--- src/rtl/esc_wdog_pkg.sv ---
package esc_wdog_pkg;

    typedef enum logic [1:0] {
        ST_IDLE = 2'd0,
        ST_IRQ  = 2'd1,
        ST_NMI  = 2'd2,
        ST_RST  = 2'd3
    } stage_e;

    typedef enum logic [1:0] {
        MD_OFF  = 2'd0,
        MD_IRQ  = 2'd1,
        MD_NMI  = 2'd2,
        MD_FULL = 2'd3
    } mode_e;

    typedef enum logic {
        SEL_CFG  = 1'b0,
        SEL_POKE = 1'b1
    } sel_e;

    typedef struct packed {
        stage_e stage;
        logic   irq;
        logic   nmi;
        logic   srst;
    } ladder_t;

    // Mode value equals the highest stage it permits.
    function automatic stage_e escalate(stage_e cur, mode_e cap);
        if (cur == ST_RST) return ST_RST;
        if (2'(cur) < 2'(cap)) return stage_e'(2'(cur) + 2'd1);
        return cur;
    endfunction

    function automatic ladder_t ladder_of(stage_e nxt, stage_e cur);
        ladder_t l;
        l.stage = nxt;
        l.irq   = (nxt != ST_IDLE);
        l.nmi   = (nxt == ST_NMI) || (nxt == ST_RST);
        l.srst  = (nxt == ST_RST) && (cur != ST_RST);
        return l;
    endfunction

endpackage

--- src/rtl/esc_wdog_regs.sv ---
module esc_wdog_regs
    import esc_wdog_pkg::*;
#(
    parameter int LEN_W = 16,
    localparam int CFG_W = LEN_W + 2
) (
    input  logic             clk,
    input  logic             rst,
    input  logic             wr_en,
    input  logic             wr_sel,
    input  logic [CFG_W-1:0] wr_data,
    output mode_e            mode_q,
    output logic [LEN_W-1:0] reload_len,
    output logic             restart,
    output logic             enable
);

    logic [LEN_W-1:0] len_q;
    logic             cfg_wr;
    logic             poke_wr;

    always_comb begin
        cfg_wr     = wr_en && (sel_e'(wr_sel) == SEL_CFG);
        poke_wr    = wr_en && (sel_e'(wr_sel) == SEL_POKE) && wr_data[0];
        restart    = cfg_wr || poke_wr;
        // A configuration write reloads from the value being written.
        reload_len = cfg_wr ? wr_data[CFG_W-1:2] : len_q;
        enable     = (mode_q != MD_OFF) && (len_q != '0);
    end

    always_ff @(posedge clk) begin
        if (rst) begin
            mode_q <= MD_OFF;
            len_q  <= '0;
        end else if (cfg_wr) begin
            mode_q <= mode_e'(wr_data[1:0]);
            len_q  <= wr_data[CFG_W-1:2];
        end
    end

endmodule

--- src/rtl/esc_wdog_presc.sv ---
module esc_wdog_presc #(
    parameter int PRESC_W = 8
) (
    input  logic clk,
    input  logic rst,
    input  logic restart,
    input  logic run,
    output logic tick
);

    generate
        if (PRESC_W > 0) begin : g_div
            logic [PRESC_W-1:0] div_q;

            always_ff @(posedge clk) begin
                if (rst || restart) begin
                    div_q <= '0;
                end else if (run) begin
                    div_q <= div_q + 1'b1;
                end
            end

            assign tick = run && (&div_q);
        end else begin : g_bypass
            logic unused_ok;
            assign unused_ok = clk ^ rst ^ restart;
            assign tick      = run;
        end
    endgenerate

endmodule

--- src/rtl/esc_wdog_cnt.sv ---
module esc_wdog_cnt #(
    parameter int LEN_W = 16,
    parameter int LOW_W = 8,
    localparam int CNT_W = LEN_W + LOW_W
) (
    input  logic             clk,
    input  logic             rst,
    input  logic             restart,
    input  logic             tick,
    input  logic [LEN_W-1:0] reload_len,
    output logic             expire
);

    logic [CNT_W-1:0] cnt_q;
    logic [CNT_W-1:0] reload_val;

    always_comb begin
        reload_val = CNT_W'(reload_len) << LOW_W;
        // Expiry on the step that would reach zero gives an exact period.
        expire     = tick && (cnt_q == CNT_W'(1));
    end

    always_ff @(posedge clk) begin
        if (rst) begin
            cnt_q <= '0;
        end else if (restart) begin
            cnt_q <= reload_val;
        end else if (tick) begin
            if (cnt_q == CNT_W'(1)) begin
                cnt_q <= reload_val;
            end else begin
                cnt_q <= cnt_q - 1'b1;
            end
        end
    end

endmodule

--- src/rtl/esc_wdog_stage.sv ---
module esc_wdog_stage
    import esc_wdog_pkg::*;
(
    input  logic   clk,
    input  logic   rst,
    input  logic   restart,
    input  logic   expire,
    input  mode_e  mode_q,
    output stage_e stage_q,
    output logic   irq_q,
    output logic   nmi_q,
    output logic   srst_q
);

    ladder_t nxt;

    always_comb begin
        nxt = ladder_of(escalate(stage_q, mode_q), stage_q);
    end

    always_ff @(posedge clk) begin
        if (rst || restart) begin
            stage_q <= ST_IDLE;
            irq_q   <= 1'b0;
            nmi_q   <= 1'b0;
            srst_q  <= 1'b0;
        end else if (expire) begin
            stage_q <= nxt.stage;
            irq_q   <= nxt.irq;
            nmi_q   <= nxt.nmi;
            srst_q  <= nxt.srst;
        end else begin
            srst_q  <= 1'b0;
        end
    end

endmodule

--- src/rtl/esc_wdog.sv ---
module esc_wdog
    import esc_wdog_pkg::*;
#(
    parameter int LEN_W   = 16,
    parameter int LOW_W   = 8,
    parameter int PRESC_W = 8,
    localparam int CFG_W  = LEN_W + 2
) (
    input  logic             clk,
    input  logic             rst,
    input  logic             wr_en,
    input  logic             wr_sel,
    input  logic [CFG_W-1:0] wr_data,
    output logic [1:0]       state_o,
    output logic             irq_o,
    output logic             nmi_o,
    output logic             srst_o
);

    mode_e            mode_q;
    logic [LEN_W-1:0] reload_len;
    logic             restart;
    logic             enable;
    logic             run;
    logic             tick;
    logic             expire;
    stage_e           stage_q;

    esc_wdog_regs #(.LEN_W(LEN_W)) u_regs (
        .clk        (clk),
        .rst        (rst),
        .wr_en      (wr_en),
        .wr_sel     (wr_sel),
        .wr_data    (wr_data),
        .mode_q     (mode_q),
        .reload_len (reload_len),
        .restart    (restart),
        .enable     (enable)
    );

    // The timebase freezes once the reset stage is reached.
    assign run = enable && (stage_q != ST_RST);

    esc_wdog_presc #(.PRESC_W(PRESC_W)) u_presc (
        .clk     (clk),
        .rst     (rst),
        .restart (restart),
        .run     (run),
        .tick    (tick)
    );

    esc_wdog_cnt #(.LEN_W(LEN_W), .LOW_W(LOW_W)) u_cnt (
        .clk        (clk),
        .rst        (rst),
        .restart    (restart),
        .tick       (tick),
        .reload_len (reload_len),
        .expire     (expire)
    );

    esc_wdog_stage u_stage (
        .clk     (clk),
        .rst     (rst),
        .restart (restart),
        .expire  (expire),
        .mode_q  (mode_q),
        .stage_q (stage_q),
        .irq_q   (irq_o),
        .nmi_q   (nmi_o),
        .srst_q  (srst_o)
    );

    assign state_o = 2'(stage_q);

endmodule

--- config.mk ---
export PLATFORM = sky130hd
export DESIGN_NAME = esc_wdog
export DESIGN_NICKNAME = d
export VERILOG_FILES = /design/src/rtl/esc_wdog_pkg.sv /design/src/rtl/esc_wdog_regs.sv /design/src/rtl/esc_wdog_presc.sv /design/src/rtl/esc_wdog_cnt.sv /design/src/rtl/esc_wdog_stage.sv /design/src/rtl/esc_wdog.sv
export SDC_FILE = /design/constraint.sdc
export NUM_CORES = 1
export LEC_CHECK = 0
export ABC_AREA = 1
export BUFFER_PORTS_ARGS = -buffer_cell sky130_fd_sc_hd__buf_2
export CAP_MARGIN = 20
export CORE_ASPECT_RATIO = 1.25
export CORE_MARGIN = 3
export CORE_UTILIZATION = 60
export DETAILED_ROUTE_END_ITERATION = 10
export GPL_TIMING_DRIVEN = 1
export PLACE_DENSITY = 0.9
export SLEW_MARGIN = 10
export SYNTH_ARGS = -nofsm -noshare
export SYNTH_HDL_FRONTEND = slang
export SYNTH_SLANG_ARGS = --single-unit
--- constraint.sdc ---
create_clock -name clk -period 1.7 [get_ports clk]
set_input_delay 0.255 -clock clk [delete_from_list [all_inputs] [get_ports clk]]
set_output_delay 0.255 -clock clk [all_outputs]
set_load 0.1 [all_outputs]
==> results by group, run 1 <==
Worst setup path
  • Top delay family on crit path: simple AND/OR/NAND/NOR gates
  • Req. time, crit path: 1930 ps
  • Max incr delay on CP: approximately 350 ps
  • Worst setup EP type: flip-flop
  • Crit-path slowest cell: dfxtp_2
  • Crit path kind: flip-flop to flip-flop
  • Crit-path cells: ha_2 -> nand3_1 -> nor2_4 -> nand4_1 -> buf_6 -> inv_2 -> nand3_1 -> a21oi_1
  • Crit path max fanout: 11
  • CP most frequent cell: nand3_1
  • Startpoint types: flip-flop
  • Worst EP arrival: about 1900 ps
  • Worst Path Buf+Inv: 2

Detailed routing
  • Drt total wl: around 8300 um
  • Remaining DRCs: 0
  • Post-DR wirelength/cell: ~13 um
  • DR iter-0 viols: 235
  • Drt first pass iters: 5
  • Post-DR vias/cell: 5.55
  • Vias: around 3500
  • Antenna-violating nets left: 0

Clock network
  • Latest clock arrival within the worst-skew pair: around 310 ps
  • H-tree level count: 2
  • Worst-path clk slew: roughly 100 ps
  • Root buf cell: clkbuf_8
  • CTS tree: built
  • CTS max path bufs: 2
  • Num Clock Sinks: 55
  • Inserted Clock Buffers: 5

Place
  • Final RePlAce weighted congestion: approximately 0.93
  • DP Wirelength: 6230 um
  • IO Port Bufs: 26

Yosys
  • Post-synth EDFFs: 0
  • Sequential area share after synthesis: between 30% and 40%
  • Most used DFF post-synth: dfxtp_1
  • Post-synthesis cell count: ~530
  • Asr flop ratio synth: 0%
  • Flops & latches, synth: 55
  • Synth cell types: 33
  • Synth Cell Area: approximately 3500 um2
  • Syn nets: approximately 560
  • YS warnings: 0
  • Avg Synthesized Cell Area: around 6.5 um2

Floorplan
  • Die area: 6710 um2
  • Core box area: around 5500 um2
  • Initial core utilization: between 60% and 70%
  • IO Pins: 27
  • Die Height: around 91 um
  • Die span in x: about 74 um
  • Core Rows: 30

Global route
  • Gr usage total: about a quarter
  • GRT Residual Overflow: 0
  • Largest net degree at the start of global routing: 34
  • First-pass GRT wire length: roughly 14000 um
  • Initial antenna violation count: 0
  • Number of global-route vias before repair: roughly 3500

Final layout
  • Fillers: 435
  • Layout cells sized above 1: roughly 22%
  • Final #Nets: about 600
  • Diode count: 0
  • Layout Utilization: between 70% and 80%
  • Layout area overhead: 14.4%

Run status
  • Status: finished clean

Power and ir drop
  • Maximum VDD drop: just over 500 uV
  • Leak pwr: approximately 1.9 nW
  • PD cells: between 600 and 700 nW/um2

STA
  • Relative slew slack: around two thirds
  • Actual slew at the worst max-slew pin: 489 ps
  • Final min period: around 1600 ps
  • RSZ-0062 raised after global routing: yes
  • Hold Fails Final Rpt: 0
  • Max Slew Vio Count: 0
  • Post-Route Skew: approximately 5.9 ps
  • Highest Clock Rate: ~0.61 GHz
  • Fin crit share: between 90 and 100%
  • Setup tns final: 0 ps
  • Final Setup Violations: 0

Run
  • # Max-Cap Violations: 0

Min path
  • HP Class: input pin to flip-flop
-- where the power goes --
| part | total, W | switching [W] | internal (W) |
|---|---|---|---|
| clock | 0.000767 | 0.000432 | 0.000335 |
| combinational | 0.000623 | 0.000385 | 0.000239 |
| sequential | 0.00137 | 0.0000379 | 0.00133 |
| total | 0.00276 | 0.000855 | 0.00191 |
-- worst paths after layout --
| kind | start | end | slack [ps] | cells past startpoint |
|---|---|---|---|---|
| worst max-delay path | u_presc.g_div.div_q[1] | u_cnt.cnt_q[9] | 70 | 8 |
| worst min-delay path | wr_data[13] | u_regs.len_q[11] | 200 | 3 |
| worst max register to register | u_presc.g_div.div_q[1] | u_cnt.cnt_q[9] | 70 | 8 |
| worst min register to register | u_stage.nmi_q | u_stage.nmi_q | 460 | 2 |
-- registers in the layout, indices dropped and copies added, names as in the netlist --
register	count
u_stage.nmi_q	1
u_stage.stage_q	2
u_stage.irq_q	1
u_regs.mode_q	2
u_cnt.cnt_q	24
u_regs.len_q	16
u_stage.srst_q	1
u_presc.g_div.div_q	8
-- cells in the mapped netlist, drive strengths merged, types with 3 or more instances --
master  count  area (um2)
buf        11        71.3
a21oi      36         199
xor2        5        43.8
o21ai      18        93.8
clkbuf      6        22.5
nand3b      8        60.1
or2        13        81.3
inv        59         221
dfxtp      55        1100
nand3      56         358
nor2       94         452
ha          5        62.6
xnor2       3        26.3
nand2     147         559
nand4      12        75.1
-- placed cells by master (no fill, tap or decap), drive strengths merged --
| master | count |
|---|---|
| nand2 | 147 |
| nor2 | 94 |
| inv | 59 |
| nand3 | 56 |
| dfxtp | 55 |
| buf | 52 |
| a21oi | 36 |
| o21ai | 18 |
| or2 | 13 |
| nand4 | 12 |
| nand3b | 8 |
| clkbuf | 7 |
| xor2 | 5 |
| ha | 5 |
| xnor2 | 3 |
| o211ai | 1 |
| and3 | 1 |
| nor3 | 1 |
| nor3b | 1 |
| clkinv | 1 |
-- cell type report --
cell class / count / area [um2] / area share [%]
clock buffer: 7 / 86.3 / 2.19
clock inverter: 1 / 8.76 / 0.222
tap: 64 / 80.1 / 2.03
multi-input combinational: 401 / 2070 / 52.3
timing repair buffer: 52 / 374 / 9.47
sequential: 55 / 1110 / 28.1
inverter: 59 / 224 / 5.67
-- metal layers --
metal	global-route usage, %	wire (um)	vias up
met5	0	0	-
met4	11.3	268	0
met1	29.8	3230	1607
met2	45.6	4380	135
met3	4.79	452	34
li1	-	-	1771
-- kinds of logic (layout without fill, tap and decap cells) --
family | count (synthesis) | in the layout | share of synthesized area (%)
AO/OA/AOI/OAI | 55 | 55 | 8.70
XOR/XNOR | 8 | 8 | 2.03
adder cells (fa/ha/maj) | 5 | 5 | 1.81
buffers and inverters | 76 | 119 | 9.13
flip-flops | 55 | 55 | 31.9
AND/OR/NAND/NOR | 333 | 333 | 46.4
-- tightest hold or removal path, stage by stage --
cell and delay, ps:
buf_2 100, nand2_1 70, a21oi_1 50
-- through the flow --
step | worst slack, ps | area [um2] | hold WS (ps) | std cells | total power (W)
after floorplan | 1.57 | 3460 | 420 | 532 | 0.00184
after global placement | 51.6 | 3760 | 423 | 627 | 0.00198
after detailed placement | 4.60 | 3760 | 442 | 627 | 0.00200
after CTS | 4.84 | 3890 | 207 | 637 | 0.00276
after global routing | -26.1 | 3950 | 231 | 639 | 0.00290
final | 65.8 | 3950 | 203 | 639 | 0.00276
-- repair_timing --
action                                  CTS  global route
setup buffers                             2             2
endpoints found under the hold margin     0             0
endpoints found under the setup margin    2            26
gates resized for setup                   0            19
hold buffers                              0             0
pin swaps                                 1             4
(Power assumes the default switching activity.)
==> run 2, diff against run 1 <==
ABC_AREA = 0   (was 1)
CORE_UTILIZATION = 59   (was 60)
GPL_TIMING_DRIVEN = default   (was 1)
PLACE_DENSITY = 0.89   (was 0.9)
==> results by group, run 2 <==
Yosys
  • Sequential area share after synthesis: 37.1% (+5.2 points)
  • Asr flop ratio synth: 0% (unchanged)
  • Flops & latches, synth: 55 (unchanged)
  • Synth cell types: 52 (+58%)
  • Avg Synthesized Cell Area: 8.66 um2 (+33%)
  • Area share of the largest cell type after synthesis: 37.1% (+5.2 points)
  • Most frequent cells after synthesis: dfxtp_1 (55), nor2_1 (39), nand2_1 (17)
  • Post-synthesis cell count: 343 (-36%)
  • Most used DFF post-synth: dfxtp_1
  • Post-synth EDFFs: 0 (unchanged)
  • YS warnings: 0 (unchanged)
  • Synth area leaders: dfxtp_1 (37%), nor2_1 (4.9%), mux2i_1 (4.4%), mux2_2 (3.8%), xnor2_1 (2.9%)
  • Synth Cell Area: 2970 um2 (-14%)
  • Count leader, synth: dfxtp_1
  • Syn nets: 370 (-34%)
  • Area leader, netlist: dfxtp_1

Run status
  • Status: did not finish
  • Last stage reached: global routing
  • Err: [ERROR GRT-0232] Routing congestion too high. Check the congestion heatmap in the GUI.

Floorplan
  • Initial core utilization: 61.9% (-0.67 points)
  • Die span in x: 69.5 um (-5.9%)
  • Core Rows: 28 (-6.7%)
  • Die Height: 85.3 um (-6.0%)
  • IO Pins: 27 (unchanged)

STA
  • Worst_ep grt: u_cnt.cnt_q[20]$_SDFFE_PP0P_/D
  • Worst_ep kind: register data pin

Global route
  • Largest net degree at the start of global routing: 24
  • GRT Residual Overflow: about 260
  • Gr usage total: a little over four fifths

Place
  • Final RePlAce weighted congestion: 0.947 (+1.4%)
  • IO Port Bufs: 26 (unchanged)
  • DP Wirelength: 6830 um (+9.7%)
  • Placed instance count: 494 (-21%)

Clock network
  • Inserted Clock Buffers: 5 (unchanged)
  • CTS max path bufs: 2 (unchanged)
  • Root buf cell: clkbuf_8
  • Num Clock Sinks: 55 (unchanged)
  • H-tree level count: 2 (unchanged)
## run 2: changes by cell type after synthesis, sizes merged, moves of 12 or more
cell	change
nand2	-130
inv	-56
nor2	-55
nand3	-43
a21oi	-21
nor4	+15
mux2i	+13
nor2b	+12
## run 2: layer usage
metal / overflow / GRT usage (%)
met4: 90 / 99.1
met3: 2 / 60.4
met5: 0 / 11.1
met2: 168 / 106
met1: 2 / 79.4
## run 2: stage by stage
| stage | setup slack (ps) | TNS [ps] | utilization, % | cell area, um2 |
|---|---|---|---|---|
| CTS | -160 | -1450 | 88.2 | 4230 |
| detailed placement | -296 | -4970 | 79.4 | 3810 |
| global placement | -202 | -2800 | 79.4 | 3810 |
| floorplan | -130 | -1640 | - | 3060 |
## run 2: kinds of logic after synthesis
group,after synthesis,synth area share (%)
buffers and inverters,21,3.07
xor gates and xnor gates,15,4.42
and+or+nand+nor,144,27.5
DFF,55,37.1
muxes,23,8.17
adders and majority gates,5,2.11
AOI/OAI and AO/OA,80,17.7
## run 2: timing repair
item,CTS
gates resized for setup,78
buffers inserted,8
hold buffers,0
cloned,1
setup endpoints to repair,29
pin swaps,24
==> run 3, diff against run 2 <==
CORE_ASPECT_RATIO = default   (was 1.25)
CORE_UTILIZATION = 40   (was 59)
PLACE_DENSITY = default   (was 0.89)
PLACE_DENSITY_LB_ADDON = 0.15   (was default)
==> results by group, run 3 <==
Yosys
  • Area share of the largest cell type after synthesis: 37.1% (unchanged)
  • Syn nets: 370 (unchanged)
  • Most used DFF post-synth: dfxtp_1
  • Synth Cell Area: 2970 um2 (unchanged)
  • Flops & latches, synth: 55 (unchanged)
  • Area leader, netlist: dfxtp_1
  • Avg Synthesized Cell Area: 8.66 um2 (unchanged)
  • Asr flop ratio synth: 0% (unchanged)
  • Synth cell types: 52 (unchanged)
  • Post-synthesis cell count: 343 (unchanged)
  • YS warnings: 0 (unchanged)
  • Post-synth EDFFs: 0 (unchanged)
  • Count leader, synth: dfxtp_1
  • Synth area leaders: dfxtp_1 (37%), nor2_1 (4.9%), mux2i_1 (4.4%), mux2_2 (3.8%), xnor2_1 (2.9%)
  • Sequential area share after synthesis: 37.1% (unchanged)
  • Most frequent cells after synthesis: dfxtp_1 (55), nor2_1 (39), nand2_1 (17)

Clock network
  • Worst-path clk slew: approximately 100 ps
  • Inserted Clock Buffers: 5 (unchanged)
  • CTS tree: built
  • Root buf cell: clkbuf_8
  • Latest clock arrival within the worst-skew pair: 320 ps
  • CTS max path bufs: 2 (unchanged)
  • H-tree level count: 2 (unchanged)
  • Num Clock Sinks: 55 (unchanged)

STA
  • Final min period: between 1500 and 2000 ps
  • Setup ws final: -153 ps
  • Fin crit share: 109%
  • Highest Clock Rate: roughly 0.54 GHz
  • Final Setup Violations: 25
  • Hold Fails Final Rpt: 0
  • Relative slew slack: 37.0%
  • Post-Route Skew: 9.99 ps
  • Actual slew at the worst max-slew pin: ~940 ps
  • RSZ-0062 raised after global routing: yes
  • Hold slack: 161 ps
  • Max Slew Vio Count: 0

Power and ir drop
  • PD cells: between 600 and 700 nW/um2
  • Tot Pwr: 0.00292 W
  • Leak pwr: between 1.5 and 2 nW
  • Maximum VDD drop: about 350 uV

Final layout
  • Layout Utilization: approximately 66%
  • Multi-input logic area: ~2200 um2
  • Fillers: 562
  • Layout area overhead: 56.0%
  • Biggest registers after layout: u_cnt.cnt_q: 24 flops, u_regs.len_q: 16 flops, u_presc.g_div.div_q: 8 flops
  • Layout cells sized above 1: a little over half
  • Reg with most FFs: u_cnt.cnt_q
  • Final #Nets: between 400 and 500
  • Most frequent cells in the layout: buf_4 (90), dfxtp_1 (36), nor2_1 (35)
  • Max FFs per register: 24
  • Commonest non-fill, non-tap cell in the layout: buf_4
  • Register Area: ~1100 um2
  • Diode count: 0

Floorplan
  • Die area: 8500 um2
  • Core box area: 6980 um2
  • Die span in x: 92.2 um (+33%)
  • Initial core utilization: 42.6% (-19 points)
  • Core Rows: 30 (+7.1%)
  • IO Pins: 27 (unchanged)
  • Die Height: 92.2 um (+8.0%)

Worst setup path
  • Crit path max fanout: 6
  • Crit path kind: flip-flop to flip-flop
  • Worst setup EP type: flip-flop
  • Req. time, crit path: 1950 ps
  • Startpoint types: flip-flop
  • R2R setup slack: -150 ps
  • Worst EP arrival: 2100 ps

Global route
  • Gr usage total: between 20% and 30%
  • Largest net degree at the start of global routing: 24
  • GRT Residual Overflow: 0
  • Initial antenna violation count: 0
  • Number of global-route vias before repair: a little over 3000
  • First-pass GRT wire length: ~15000 um

Place
  • Final RePlAce weighted congestion: 0.905 (-4.4%)
  • DP Wirelength: 6290 um (-7.9%)
  • Pre-CTS setup slack: -196 ps (+99.4 ps)
  • IO Port Bufs: 26 (unchanged)

Run status
  • Status: finished with violations
  • Violated checks: setup timing

Min path
  • HP Class: input pin to flip-flop

Detailed routing
  • Drt first pass iters: 4
  • Post-DR vias/cell: between 5 and 6
  • Antenna-violating nets left: 0
  • Drt total wl: ~9400 um
  • Vias: 3152
  • Remaining DRCs: 0
  • DR iter-0 viols: approximately 160
  • Post-DR wirelength/cell: about 17 um

Run
  • # Max-Cap Violations: 0
==> run 3: cell counts after synthesis <==
No cell type changed its count.
==> run 3: power breakdown <==
part	internal, W	switching [W]
Sequential	0.00132	0.0000315
Clock	0.000381	0.000466
Combinational	0.000361	0.000361
==> run 3: cell families (layout without fill, tap and decap cells) <==
| family | count (synthesis) | count (layout) | share of synthesized area (%) |
|---|---|---|---|
| AO/OA/AOI/OAI | 80 | 80 | 17.7 |
| XOR/XNOR | 15 | 15 | 4.42 |
| adder cells (fa/ha/maj) | 5 | 5 | 2.11 |
| buffers and inverters | 21 | 146 | 3.07 |
| flip-flops | 55 | 55 | 37.1 |
| multiplexers | 23 | 23 | 8.17 |
| AND/OR/NAND/NOR | 144 | 144 | 27.5 |
==> run 3: worst max-delay path: stages, from the launching register on <==
cell and delay [ps]:
dfxtp_2 350, inv_2 50, ha_4 150, nor2b_4 120
nand4_1 160, buf_4 160, nor2_4 40, buf_6 130
or4_1 490, a21oi_1 130
==> run 3: routing by layer <==
| layer | wire, um | global-route usage, % | share of wire, % | up-vias |
|---|---|---|---|---|
| met3 | 423 | 3.69 | 4.5 | 16 |
| li1 | - | - | - | 1518 |
| met2 | 4430 | 33.5 | 47 | 99 |
| met4 | 163 | 6.68 | 1.7 | 0 |
| met5 | 0 | 0 | 0 | - |
| met1 | 4380 | 29.5 | 47 | 1519 |
==> run 3: final timing paths <==
kind	from	endpoint	depth (start not counted)
hold reg to reg	u_stage.nmi_q	u_stage.nmi_q	1
hold / removal	wr_data[1]	u_regs.mode_q[1]	3
setup reg to reg	u_cnt.cnt_q[1]	u_cnt.cnt_q[5]	9
setup / recovery	u_cnt.cnt_q[1]	u_cnt.cnt_q[5]	9
==> run 3: timing repair <==
item,CTS,global route
endpoints found under the setup margin,29,32
setup buffers,13,6
hold endpoints to repair,0,0
pin swaps,24,25
cloned,2,1
hold buffers,0,0
resized for setup,57,59
==> run 3: per-stage QoR <==
step	area (um2)	instances	setup TNS (ps)
final	4640	564	-1890
after global routing	4640	564	-4260
after CTS	4350	560	-1330
after detailed placement	3940	541	-3620
after global placement	3940	541	-3400
after floorplan	3060	343	-1640
==> run 3: final cells by class <==
type / count / share of cell area, %
Multi-Input combinational cell: 267 / 48.4
Sequential cell: 55 / 24.4
Timing Repair Buffer: 135 / 22.1
Tap cell: 96 / 2.59
Clock buffer: 6 / 2.02
Clock inverter: 2 / 0.297
Inverter: 3 / 0.243
==> run 4, diff against run 3 <==
CTS_CLUSTER_DIAMETER = 200   (was default)
MAX_ROUTING_LAYER = met4   (was default)
==> results by group, run 4 (same netlist as run 3, synthesis figures left out) <==
Power and ir drop
  • PD cells: 631 nW/um2 (about the same)
  • Maximum VDD drop: 352 uV (-0.23%)
  • Leak pwr: 1.94 nW (unchanged)

Floorplan
  • Die span in x: 92.2 um (unchanged)
  • Core Rows: 30 (unchanged)
  • Initial core utilization: 42.6% (unchanged)
  • Core box area: 6980 um2 (unchanged)
  • Die Height: 92.2 um (unchanged)
  • IO Pins: 27 (unchanged)
  • Die area: 8500 um2 (unchanged)

Final layout
  • Most frequent cells in the layout: buf_4 (90), dfxtp_1 (36), nor2_1 (35)
  • Layout Utilization: 66.4% (unchanged)
  • Final #Nets: 494 (unchanged)
  • Max FFs per register: 24 (unchanged)
  • Final Instance Area: 4640 um2 (unchanged)
  • Diode count: 0 (unchanged)
  • Biggest registers after layout: u_cnt.cnt_q: 24 flops, u_regs.len_q: 16 flops, u_presc.g_div.div_q: 8 flops
  • Layout cells sized above 1: 53.6% (unchanged)
  • Reg with most FFs: u_cnt.cnt_q
  • Layout area overhead: 56.0% (unchanged)
  • Commonest non-fill, non-tap cell in the layout: buf_4

Worst setup path
  • Startpoint types: flip-flop
  • Worst setup path start: u_cnt.cnt_q[1]
  • Worst r2r src: u_cnt.cnt_q[1]
  • Worst EP arrival: 2110 ps (about the same)
  • Crit path kind: flip-flop to flip-flop
  • Crit path max fanout: 6 (unchanged)
  • Worst setup EP type: flip-flop
  • Req. time, crit path: 1950 ps (about the same)

STA
  • Highest Clock Rate: 0.539 GHz (-0.18%)
  • Hold Fails Final Rpt: 0 (unchanged)
  • Final min period: 1860 ps (+3.34 ps)
  • Max Slew Vio Count: 0 (unchanged)
  • RSZ-0062 raised after global routing: yes
  • Setup ws final: -156 ps (-3.34 ps)
  • Final Setup Violations: 26 (+4.0%)
  • Post-Route Skew: 8.97 ps (-1.01 ps)
  • Relative slew slack: 36.1% (-0.89 points)
  • Actual slew at the worst max-slew pin: 955 ps (+13.3 ps)
  • Fin crit share: 109% (+0.20 points)

Clock network
  • Num Clock Sinks: 55 (unchanged)
  • H-tree level count: 2 (unchanged)
  • Worst-path clk slew: 100 ps (about the same)
  • Root buf cell: clkbuf_8
  • CTS tree: built
  • Latest clock arrival within the worst-skew pair: 320 ps (about the same)
  • Hold-fix buffers, CTS: 0 (unchanged)
  • CTS max path bufs: 2 (unchanged)
  • Inserted Clock Buffers: 5 (unchanged)

Global route
  • First-pass GRT wire length: 14600 um (about the same)
  • Largest net degree at the start of global routing: 24 (unchanged)
  • Initial antenna violation count: 0 (unchanged)
  • Gr usage total: 21.8% (+0.59 points)
  • Number of global-route vias before repair: 3052 (-0.065%)
  • GRT Residual Overflow: 0 (unchanged)

Detailed routing
  • Vias: 3130 (-0.70%)
  • Post-DR wirelength/cell: 16.7 um (about the same)
  • Drt first pass iters: 4 (unchanged)
  • Remaining DRCs: 0 (unchanged)
  • Post-DR vias/cell: 5.55 (-0.70%)
  • Antenna-violating nets left: 0 (unchanged)
  • DR iter-0 viols: 160 (-1.8%)
  • Drt total wl: 9390 um (about the same)

Place
  • Placed Area: 3940 um2 (unchanged)
  • Final RePlAce weighted congestion: 0.921 (+1.7%)
  • DP Wirelength: 6290 um (unchanged)
  • Pre-CTS setup slack: -196 ps (unchanged)
  • IO Port Bufs: 26 (unchanged)

Min path
  • Worst Hold Launch: wr_data[1]
  • HP Class: input pin to flip-flop

Run status
  • Violated checks: setup timing
  • Status: finished with violations

Run
  • # Max-Cap Violations: 0 (unchanged)
run 4: worst paths after layout:
check                           slack (ps)               end  depth (start not counted)
worst min register to register         490     u_stage.nmi_q                          1
worst max-delay path                  -160    u_cnt.cnt_q[5]                          9
worst min-delay path                   160  u_regs.mode_q[1]                          3
worst max register to register        -160    u_cnt.cnt_q[5]                          9
run 4: metrics by stage:
step                      hold slack [ps]  TNS (ps)  total power [W]  cells
after floorplan                       394     -1640          0.00170    343
after global placement                468     -3400          0.00193    541
after detailed placement              463     -3620          0.00194    541
after CTS                             158     -1330          0.00285    560
after global routing                  181     -4260          0.00306    564
final                                 159     -1970          0.00293    564
run 4: what timing repair did:
item                                    in CTS  in global routing
gates resized for setup                     57                 59
buffers inserted                            13                  6
pin swaps                                   24                 25
endpoints found under the setup margin      29                 32
cloned                                       2                  1
run 4: cell type report:
class                      instances  area [um2]
timing repair buffer             135        1020
clock inverter                     2        13.8
fill                             562        2340
clock buffer                       6        93.8
sequential                        55        1130
tap                               96         120
inverter                           3        11.3
multi-input combinational        267        2240
run 4: power breakdown:
| part | internal [W] | leakage, nW | switching (W) | total (W) |
|---|---|---|---|---|
| logic | 0.000361 | 1.42 | 0.000360 | 0.000721 |
| clock network | 0.000381 | 0.0563 | 0.000468 | 0.000849 |
| registers | 0.00132 | 0.456 | 0.0000315 | 0.00136 |
run 4: per-layer routing:
metal / vias to the layer above / share of wire, % / global-route usage [%]
li1: 1521 / - / -
met1: 1512 / 47 / 29.4
met3: 16 / 3.6 / 3.69
met2: 81 / 47 / 33.5
met5: - / 0 / -
met4: 0 / 1.7 / 6.68
run 4: worst max-delay path: stages (launching register included):
cell and delay, ps:
dfxtp_2 350, inv_2 50, ha_4 150, nor2b_4 120, nand4_1 170, buf_4 160
nor2_4 40, buf_6 130, or4_1 490, a21oi_1 130
